**src/rtl/async_tx_pkg.sv**
```systemverilog
package async_tx_pkg;

  // Strobes from the sequencer to the datapath
  typedef struct packed {
    logic takeHold;   // capture host data into the holding register
    logic loadShift;  // move the held character into the frame shifter
    logic shiftOut;   // advance the frame by one bit
    logic flush;      // transmit disabled: drop everything
  } txStrobes_t;

  // Frame format selected by the mode inputs
  typedef struct packed {
    logic shortChar;
    logic parityOn;
    logic parityOdd;
    logic twoStop;
  } frameCfg_t;

endpackage

```
**src/rtl/async_tx_ctrl.sv**
```systemverilog
module async_tx_ctrl
  import async_tx_pkg::*;
#(
  parameter int CNT_W = 4
) (
  input  logic             clk,
  input  logic             rstN,
  input  logic             txEn,
  input  logic             bitTick,
  input  logic             wrStb,
  input  logic [CNT_W-1:0] frameLen,
  output txStrobes_t       strobes,
  output logic             holdFull,
  output logic             shiftBusy
);

  logic [CNT_W-1:0] bitsLeft;
  logic             lastBitEnd;

  always_comb begin
    lastBitEnd        = shiftBusy && bitTick && (bitsLeft == CNT_W'(1));
    strobes.flush     = !txEn;
    strobes.takeHold  = txEn && wrStb;
    strobes.loadShift = txEn && bitTick && holdFull && (!shiftBusy || lastBitEnd);
    strobes.shiftOut  = txEn && bitTick && shiftBusy && !strobes.loadShift;
  end

  always_ff @(posedge clk) begin
    if (!rstN || strobes.flush) begin
      holdFull  <= 1'b0;
      shiftBusy <= 1'b0;
      bitsLeft  <= '0;
    end else begin
      if (strobes.takeHold) begin
        holdFull <= 1'b1;
      end else if (strobes.loadShift) begin
        holdFull <= 1'b0;
      end

      if (strobes.loadShift) begin
        shiftBusy <= 1'b1;
        bitsLeft  <= frameLen;
      end else if (shiftBusy && bitTick) begin
        bitsLeft <= bitsLeft - CNT_W'(1);
        if (lastBitEnd) begin
          shiftBusy <= 1'b0;
        end
      end
    end
  end

endmodule

```
**src/rtl/async_tx_dpath.sv**
```systemverilog
module async_tx_dpath
  import async_tx_pkg::*;
#(
  parameter int DATA_W    = 8,
  parameter int FRAME_MAX = 12,
  parameter int CNT_W     = 4
) (
  input  logic              clk,
  input  logic              rstN,
  input  txStrobes_t        strobes,
  input  logic [DATA_W-1:0] wrData,
  input  frameCfg_t         cfg,
  output logic              serialBit,
  output logic [CNT_W-1:0]  frameLen
);

  logic [DATA_W-1:0]    holdReg;
  logic [DATA_W-1:0]    dataMask;
  logic [DATA_W-1:0]    maskedData;
  logic [FRAME_MAX-1:0] shiftReg;
  logic [FRAME_MAX-1:0] builtFrame;
  logic                 parityBit;
  int                   nData;

  always_comb begin
    dataMask   = cfg.shortChar ? {1'b0, {(DATA_W-1){1'b1}}} : {DATA_W{1'b1}};
    maskedData = holdReg & dataMask;
    parityBit  = (^maskedData) ^ cfg.parityOdd;
    nData      = cfg.shortChar ? DATA_W - 1 : DATA_W;
    frameLen   = CNT_W'(1) + CNT_W'(nData) + CNT_W'(cfg.parityOn)
               + (cfg.twoStop ? CNT_W'(2) : CNT_W'(1));
  end

  // Frame image, first bit on the line in position 0; unused tail stays high
  always_comb begin
    builtFrame    = '1;
    builtFrame[0] = 1'b0;
    for (int i = 0; i <= DATA_W; i++) begin
      if (i < nData) begin
        builtFrame[1+i] = holdReg[i];
      end else if (i == nData && cfg.parityOn) begin
        builtFrame[1+i] = parityBit;
      end
    end
  end

  always_ff @(posedge clk) begin
    if (!rstN) begin
      holdReg  <= '0;
      shiftReg <= '1;
    end else begin
      if (strobes.takeHold) begin
        holdReg <= wrData;
      end
      if (strobes.flush) begin
        shiftReg <= '1;
      end else if (strobes.loadShift) begin
        shiftReg <= builtFrame;
      end else if (strobes.shiftOut) begin
        shiftReg <= {1'b1, shiftReg[FRAME_MAX-1:1]};
      end
    end
  end

  assign serialBit = shiftReg[0];

endmodule

```
**src/rtl/async_tx_buffered.sv**
```systemverilog
module async_tx_buffered
  import async_tx_pkg::*;
#(
  parameter int DATA_W = 8
) (
  input  logic              clk,
  input  logic              rstN,
  input  logic              txEn,
  input  logic              bitTick,
  input  logic              wrStb,
  input  logic [DATA_W-1:0] wrData,
  input  logic              charShort,
  input  logic              parityOn,
  input  logic              parityOdd,
  input  logic              stopTwo,
  input  logic              irqEn,
  output logic              txLine,
  output logic              emptyFlag,
  output logic              irqReq
);

  localparam int FRAME_MAX = DATA_W + 4;
  localparam int CNT_W     = $clog2(FRAME_MAX + 1);

  txStrobes_t       strobes;
  frameCfg_t        cfg;
  logic [CNT_W-1:0] frameLen;
  logic             holdFull;
  logic             shiftBusy;
  logic             serialBit;

  assign cfg = '{shortChar: charShort, parityOn: parityOn,
                 parityOdd: parityOdd, twoStop: stopTwo};

  async_tx_ctrl #(.CNT_W(CNT_W)) u_ctrl (
    .clk       (clk),
    .rstN      (rstN),
    .txEn      (txEn),
    .bitTick   (bitTick),
    .wrStb     (wrStb),
    .frameLen  (frameLen),
    .strobes   (strobes),
    .holdFull  (holdFull),
    .shiftBusy (shiftBusy)
  );

  async_tx_dpath #(.DATA_W(DATA_W), .FRAME_MAX(FRAME_MAX), .CNT_W(CNT_W)) u_dpath (
    .clk       (clk),
    .rstN      (rstN),
    .strobes   (strobes),
    .wrData    (wrData),
    .cfg       (cfg),
    .serialBit (serialBit),
    .frameLen  (frameLen)
  );

  assign txLine    = (txEn && shiftBusy) ? serialBit : 1'b1;
  assign emptyFlag = !(txEn && holdFull);
  assign irqReq    = txEn && irqEn && emptyFlag;

endmodule

```
**config.mk**
```make
export PLATFORM = sky130hd
export DESIGN_NAME = async_tx_buffered
export DESIGN_NICKNAME = d
export VERILOG_FILES = /design/src/rtl/async_tx_pkg.sv /design/src/rtl/async_tx_ctrl.sv /design/src/rtl/async_tx_dpath.sv /design/src/rtl/async_tx_buffered.sv
export SDC_FILE = /design/constraint.sdc
export NUM_CORES = 1
export LEC_CHECK = 0
export ABC_AREA = 1
export BUFFER_PORTS_ARGS = -buffer_cell sky130_fd_sc_hd__buf_2
export CAP_MARGIN = 20
export CORE_UTILIZATION = 55
export DETAILED_ROUTE_END_ITERATION = 16
export HOLD_SLACK_MARGIN = 0.08
export PLACE_DENSITY_LB_ADDON = 0.3
export SLEW_MARGIN = 20
export SYNTH_ARGS = -nofsm -noshare
export SYNTH_HDL_FRONTEND = slang
export SYNTH_SLANG_ARGS = --single-unit
```
**constraint.sdc**
```tcl
create_clock -name clk -period 1.39 [get_ports clk]
set_input_delay 0.0695 -clock clk [delete_from_list [all_inputs] [get_ports clk]]
set_output_delay 0.0695 -clock clk [all_outputs]
set_load 0.02 [all_outputs]
```
==> results of run 1 <==
## stage by stage
step | setup TNS [ns] | cell area (µm²)
5_1_grt | -0.1052 | 1802
3_3_place_gp | -0.04112 | 1541
2_1_floorplan | 0 | 1376
4_1_cts | 0 | 1704
3_5_place_dp | -0.1380 | 1541
6_report | 0 | 1802
## path summary, 6_finish.rpt
path / start / endpoint / slack, ns / cells after the start
worst max-delay path: rstN / u_dpath.shiftReg[5] / 0.02 / 7
worst min-delay path: txEn / u_ctrl.shiftBusy / 0.09 / 3
worst max register to register: u_dpath.holdReg[3] / u_dpath.shiftReg[8] / 0.04 / 12
worst min register to register: u_dpath.shiftReg[0] / u_dpath.shiftReg[0] / 0.48 / 2
## power by group
part	total, mW	switching (mW)	internal [mW]
Sequential	0.731	0.0197	0.711
Clock	0.529	0.237	0.292
Combinational	0.267	0.150	0.117
## tightest hold or removal path: cells and delay by family
family	cells	cell delay, ns
AOI/OAI and AO/OA	1	0.07
buffers and inverters	1	0.14
and+or+nand+nor	1	0.11
## flip-flops by register name, indices dropped and copies added (netlist names)
register,cells
u_ctrl.shiftBusy,1
u_ctrl.holdFull,1
u_ctrl.bitsLeft,4
u_dpath.holdReg,8
u_dpath.shiftReg,10
## cell families after synthesis
| family | after synthesis | share of synthesized area [%] |
|---|---|---|
| simple gates | 75 | 26.73 |
| compound gates | 36 | 16.27 |
| buf+inv | 32 | 11.00 |
| flops | 24 | 34.91 |
| fa+ha+maj | 8 | 7.273 |
| xor+xnor | 6 | 3.819 |
## metal layers
layer  routed length, µm  part of all wire, %  vias up
met5                   0                    0        -
met4                 193                  5.3        0
met3                 180                  5.0       22
met2                1793                   50       53
met1                1451                   40      621
li1                    -                    -      679
## layout make-up
cell class	instances	area share (%)
multi-input combinational	125	45.14
sequential	24	27.15
timing repair buffer	40	16.53
inverter	28	6.319
tap	28	1.944
clock inverter	1	1.667
clock buffer	3	1.250
## cell usage in the layout, fill, tap and decap left out, types with 2 or more instances in the layout
| cell type | n |
|---|---|
| o21ai_0 | 12 |
| nor2_1 | 10 |
| buf_4 | 6 |
| o211ai_1 | 3 |
| o2111ai_2 | 3 |
| nand4_1 | 2 |
| xnor2_1 | 2 |
| o21ai_1 | 3 |
| nand2_4 | 2 |
| buf_6 | 2 |
| ha_1 | 7 |
| nand3_1 | 11 |
| inv_1 | 19 |
| xor2_1 | 3 |
| nand3_2 | 6 |
| dfxtp_2 | 7 |
| buf_2 | 20 |
| clkbuf_4 | 3 |
| dlygate4sd3_1 | 11 |
| dfxtp_1 | 17 |
| inv_2 | 7 |
| nand2_2 | 3 |
| nand2_1 | 36 |
| a21oi_1 | 9 |
## what timing repair did
action                                  in CTS  in global routing
hold buffers                                11                  0
hold endpoints to repair                    10                  0
endpoints found under the setup margin       0                 12
gates resized for setup                      0                 29
setup buffers                                0                  1
==> metrics.txt, run 1 <==
TritonCTS buffer count=3; H-tree depth=1; clock slew at reported path FFs=0.15 ns; most common cell in the synthesized netlist=nand2_1; busiest grt layer=met2; crit start category=input port; Worst setup EP type=register; Top delay family on crit path=buffers and inverters; top cells by area, synth=dfxtp_1, nand2_1, ha_1; GR Util met2=47.65%; asr flop ratio synth=0%; Worst-Skew Late Latency=0.33 ns; P_leak=0.8588 nW; Final Cycle Share=98.33%; Syn. warnings=0; placed cells=233; final hold violation count=0; register area=489.2 µm²; Clock Tree Root=clkbuf_4; crit path kind=input port to register; Netlist Area Pre-Place=1376 µm²; pwr dens=847.7 nW/µm²; RSZ-0062 raised after global routing=yes; top_reg_cell synth=dfxtp_1; post-synthesis register bit count=24; Sink Count=24; fin nets=248; dpl hpwl=2316 µm; vias in the first global route=1,264; vias post-DR=1,375; worst-path cell chain=dlygate4sd3_1 -> buf_2 -> nand2_1 -> inv_1 -> o21ai_1 -> a31oi_4 -> o21ai_0; Setup WS pre-CTS=-0.08143 ns; Bufs on Longest Clock Path=2; CTS tree=yes; Max Clk Rate=0.7316 GHz; Vias/cell=5.522; grt met1 use=32.14%; commonest cells in the netlist=nand2_1, dfxtp_1, inv_1; Slew Viols, Final=0; CP Max Fanout=9; I/O pins=21; share of cells above drive strength 1=32.58%; Netlist cell types=31; antenna viol nets, final=0; gr ovfl total=0; EDFF count, synth=0; Worst VDD drop=0.7881 mV; overall power=1.527 mW; Post-Synthesis Cells=181; global-route wire length before repair=5471 µm; Worst path slowest cell=dlygate4sd3_1; max incr delay on CP=0.52 ns; Critical Path RT=1.62 ns; routability cong.=0.9156; Hold Crit Class=input port to register; Initial Utilization=60.47%; setup ws final=0.02317 ns; largest net degree at the start of global routing=15; utilization after layout=79.16%; Total Die Area=2707 µm²; Worst Max-Slew Pin Slew=0.4198 ns; Syn Nets=207; Multi-input gate area=813.3 µm²; initial antenna violation count=0; syn_area_per_cell=7.604 µm²; final setup fails=0; sequential element share of the synthesized area=34.91%; Filler cells=144; area share of the largest cell type after synthesis=34.91%; All-Layer GR Usage=27.65%; TritonRoute pass-1 iters=4; minimum hold slack=0.08634 ns; Port Buffers=20; Inserted Diodes=0; clock skew=0.006212 ns; area of the core=2276 µm²; 1st-iter DRT viols=37; status=completed; Rows=17; met3 usage=7.310%; Min Clock Period, post-route=1.367 ns; CP arrival=1.60 ns; area growth from synthesis to layout=30.91%; DR DRC count=0; DR WL/cell=14.53 µm; max-cap viol count=0; Buf+Inv Stages, Crit Path=3; Routed WL=3619 µm; chip width=52.03 µm; Die Height=52.03 µm; final cell count without fillers=249; Synth area leader=dfxtp_1; Worst slew margin=71.95%
Power figures use the tool's default switching activity.
==> inputs of run 2 (changes only) <==
Settings changed: RECOVER_POWER set to 25.
Clock period 1.39 ns to 1.5 ns, I/O delays scaled along.
==> run 2 against run 1 <==
- setup slack better by 0.044 ns
- sequential share of layout area is 1.4 points higher
- clock-buffer cell count is 1 higher
- register-to-register slack better by 0.03 ns
- critical path depth is 3 higher
- sequential power is 8.1% lower
- final cell count is 0.80% lower
- routed wire length is 6.7% lower
- first-iteration DRC count is 16% higher
- clock power is 34% lower
==> metrics.txt, run 2 (synthesized netlist as in run 1, its figures left out) <==
Worst VDD drop=0.5123 mV (was 0.7881 mV); chip width=52.03 µm (unchanged); gr ovfl total=0 (unchanged); 1st-iter DRT viols=43 (was 37); Rows=17 (unchanged); P_leak=0.8118 nW (was 0.8588 nW); RSZ-0062 raised after global routing=no (was yes); Final Cycle Share=95.56%; clock slew at reported path FFs=0.13 ns (was 0.15 ns); H-tree depth=1 (unchanged); routability cong.=0.8145 (was 0.9156); overall power=1.247 mW (was 1.527 mW); area of the core=2276 µm² (unchanged); Filler cells=162 (was 144); Worst Max-Slew Pin Slew=0.4206 ns (was 0.4198 ns); share of cells above drive strength 1=22.37% (was 32.58%); initial antenna violation count=0 (unchanged); Initial Utilization=60.47% (unchanged); metal2 WL=1661 µm (was 1793 µm); Die Height=52.03 µm (unchanged); DR WL/cell=13.67 µm (was 14.53 µm); placed cells=228 (was 233); Worst setup EP type=register (unchanged); CTS tree=yes (unchanged); Hold Crit Class=input port to register (unchanged); Routed WL=3376 µm (was 3619 µm); Inserted Diodes=0 (unchanged); final cell count without fillers=247 (was 249); largest reg by FF count=u_dpath.shiftReg (unchanged); CP Max Fanout=9 (unchanged); setup tns final=0 ns (unchanged); Min Clock Period, post-route=1.433 ns; clock skew=0.01005 ns (was 0.006212 ns); Bufs on Longest Clock Path=2 (unchanged); worst-path cell chain=inv_2 -> ha_1 -> nand3_2 -> nand2_2 -> nand2_4 -> inv_6 -> nor2_8 -> buf_4 -> a21oi_1 -> nand2_1 (was dlygate4sd3_1 -> buf_2 -> nand2_1 -> inv_1 -> o21ai_1 -> a31oi_4 -> o21ai_0); max-cap viol count=0 (unchanged); Total Die Area=2707 µm² (unchanged); vias post-DR=1,335 (was 1,375); DR top layer=met4 (unchanged); biggest regs=u_dpath.shiftReg x10, u_dpath.holdReg x8, u_ctrl.bitsLeft x4 (unchanged); final hold violation count=0 (unchanged); antenna viol nets, final=0 (unchanged); max reg flops=10 (unchanged); Port Buffers=20 (unchanged); Max Clk Rate=0.6977 GHz; largest net degree at the start of global routing=15 (unchanged); status=completed (unchanged); Slew Viols, Final=0 (unchanged); Worst path slowest cell=dfxtp_2 (was dlygate4sd3_1); pwr dens=735.9 nW/µm² (was 847.7 nW/µm²); Sink Count=24 (unchanged); DR DRC count=0 (unchanged); Met1 Wirelength=1467 µm (was 1451 µm); crit start category=register (was input port); fin nets=246 (was 248); Worst-Skew Late Latency=0.32 ns (was 0.33 ns); Worst slew margin=71.89% (was 71.95%); Clock Tree Root=clkbuf_4 (unchanged); area growth from synthesis to layout=23.09% (was 30.91%); global-route wire length before repair=5188 µm (was 5471 µm); final setup fails=0 (unchanged); most frequent cells in the layout=nand2_1, inv_1, dfxtp_1 (was nand2_1, buf_2, inv_1); max incr delay on CP=0.35 ns (was 0.52 ns); Met3 Wirelength=153 µm (was 180 µm); CP arrival=1.65 ns (was 1.60 ns); TritonRoute pass-1 iters=4 (unchanged); minimum hold slack=0.1173 ns (was 0.08634 ns); crit path kind=register to register (was input port to register); most common cell after layout, fill and taps aside=nand2_1 (unchanged); vias in the first global route=1,268 (was 1,264); dpl hpwl=2171 µm (was 2316 µm); Critical Path RT=1.72 ns (was 1.62 ns); All-Layer GR Usage=26.47% (was 27.65%); Vias/cell=5.405 (was 5.522); TritonCTS buffer count=3 (unchanged); I/O pins=21 (unchanged)
run 2: cell types whose count changed in the layout (fill, tap and decap cells not counted), sizes merged:
| cell | change |
|---|---|
| buf | -5 |
| clkbuf | +4 |
| bufinv | -1 |
run 2: worst max-delay path: cells and delay by family (launching register included):
| family | cells | cell delay (ns) |
|---|---|---|
| and+or+nand+nor | 5 | 0.39 |
| buffers and inverters | 3 | 0.31 |
| adders and majority gates | 1 | 0.16 |
| DFF | 1 | 0.35 |
| AOI/OAI and AO/OA | 1 | 0.13 |
run 2: what timing repair did:
action                     CTS  global route
setup endpoints to repair    0             5
hold endpoints to repair    10             0
gates resized for setup      0            10
buffers inserted             0             4
hold buffers                11             0
run 2: metal layers:
layer	vias up	global-route usage, %
li1	671	-
met1	617	30.47
met2	37	47.22
met3	10	4.678
met4	0	11.26
met5	-	0
run 2: power by group:
part	internal [mW]	switching, mW
Combinational	0.0982	0.130
Sequential	0.657	0.0147
Clock	0.148	0.198
Total	0.904	0.343
run 2: worst paths after layout:
| path | startpoint | endpoint | slack, ns | depth (start not counted) |
|---|---|---|---|---|
| min | txEn | u_ctrl.shiftBusy | 0.12 | 3 |
| max | u_ctrl.bitsLeft[1] | u_dpath.shiftReg[8] | 0.07 | 10 |
| max reg2reg | u_ctrl.bitsLeft[1] | u_dpath.shiftReg[8] | 0.07 | 10 |
| min reg2reg | u_dpath.shiftReg[0] | u_dpath.shiftReg[0] | 0.47 | 2 |
run 2: layout make-up:
type | instances | area, µm² | area share, %
Timing Repair Buffer | 38 | 270.3 | 15.95
Inverter | 28 | 113.9 | 6.721
Clock buffer | 4 | 36.28 | 2.142
Sequential cell | 24 | 483.0 | 28.51
Multi-Input combinational cell | 125 | 755.7 | 44.61
Tap cell | 28 | 35.03 | 2.068
run 2: stage by stage:
stage,cell area [µm²],worst slack (ns),util (%)
finish,1694,0.06667,74.44
global route,1694,0.002916,74.44
CTS,1638,0.01536,71.96
detailed placement,1491,0.04235,65.53
global placement,1491,0.09151,65.53
floorplan,1376,0.2202,-
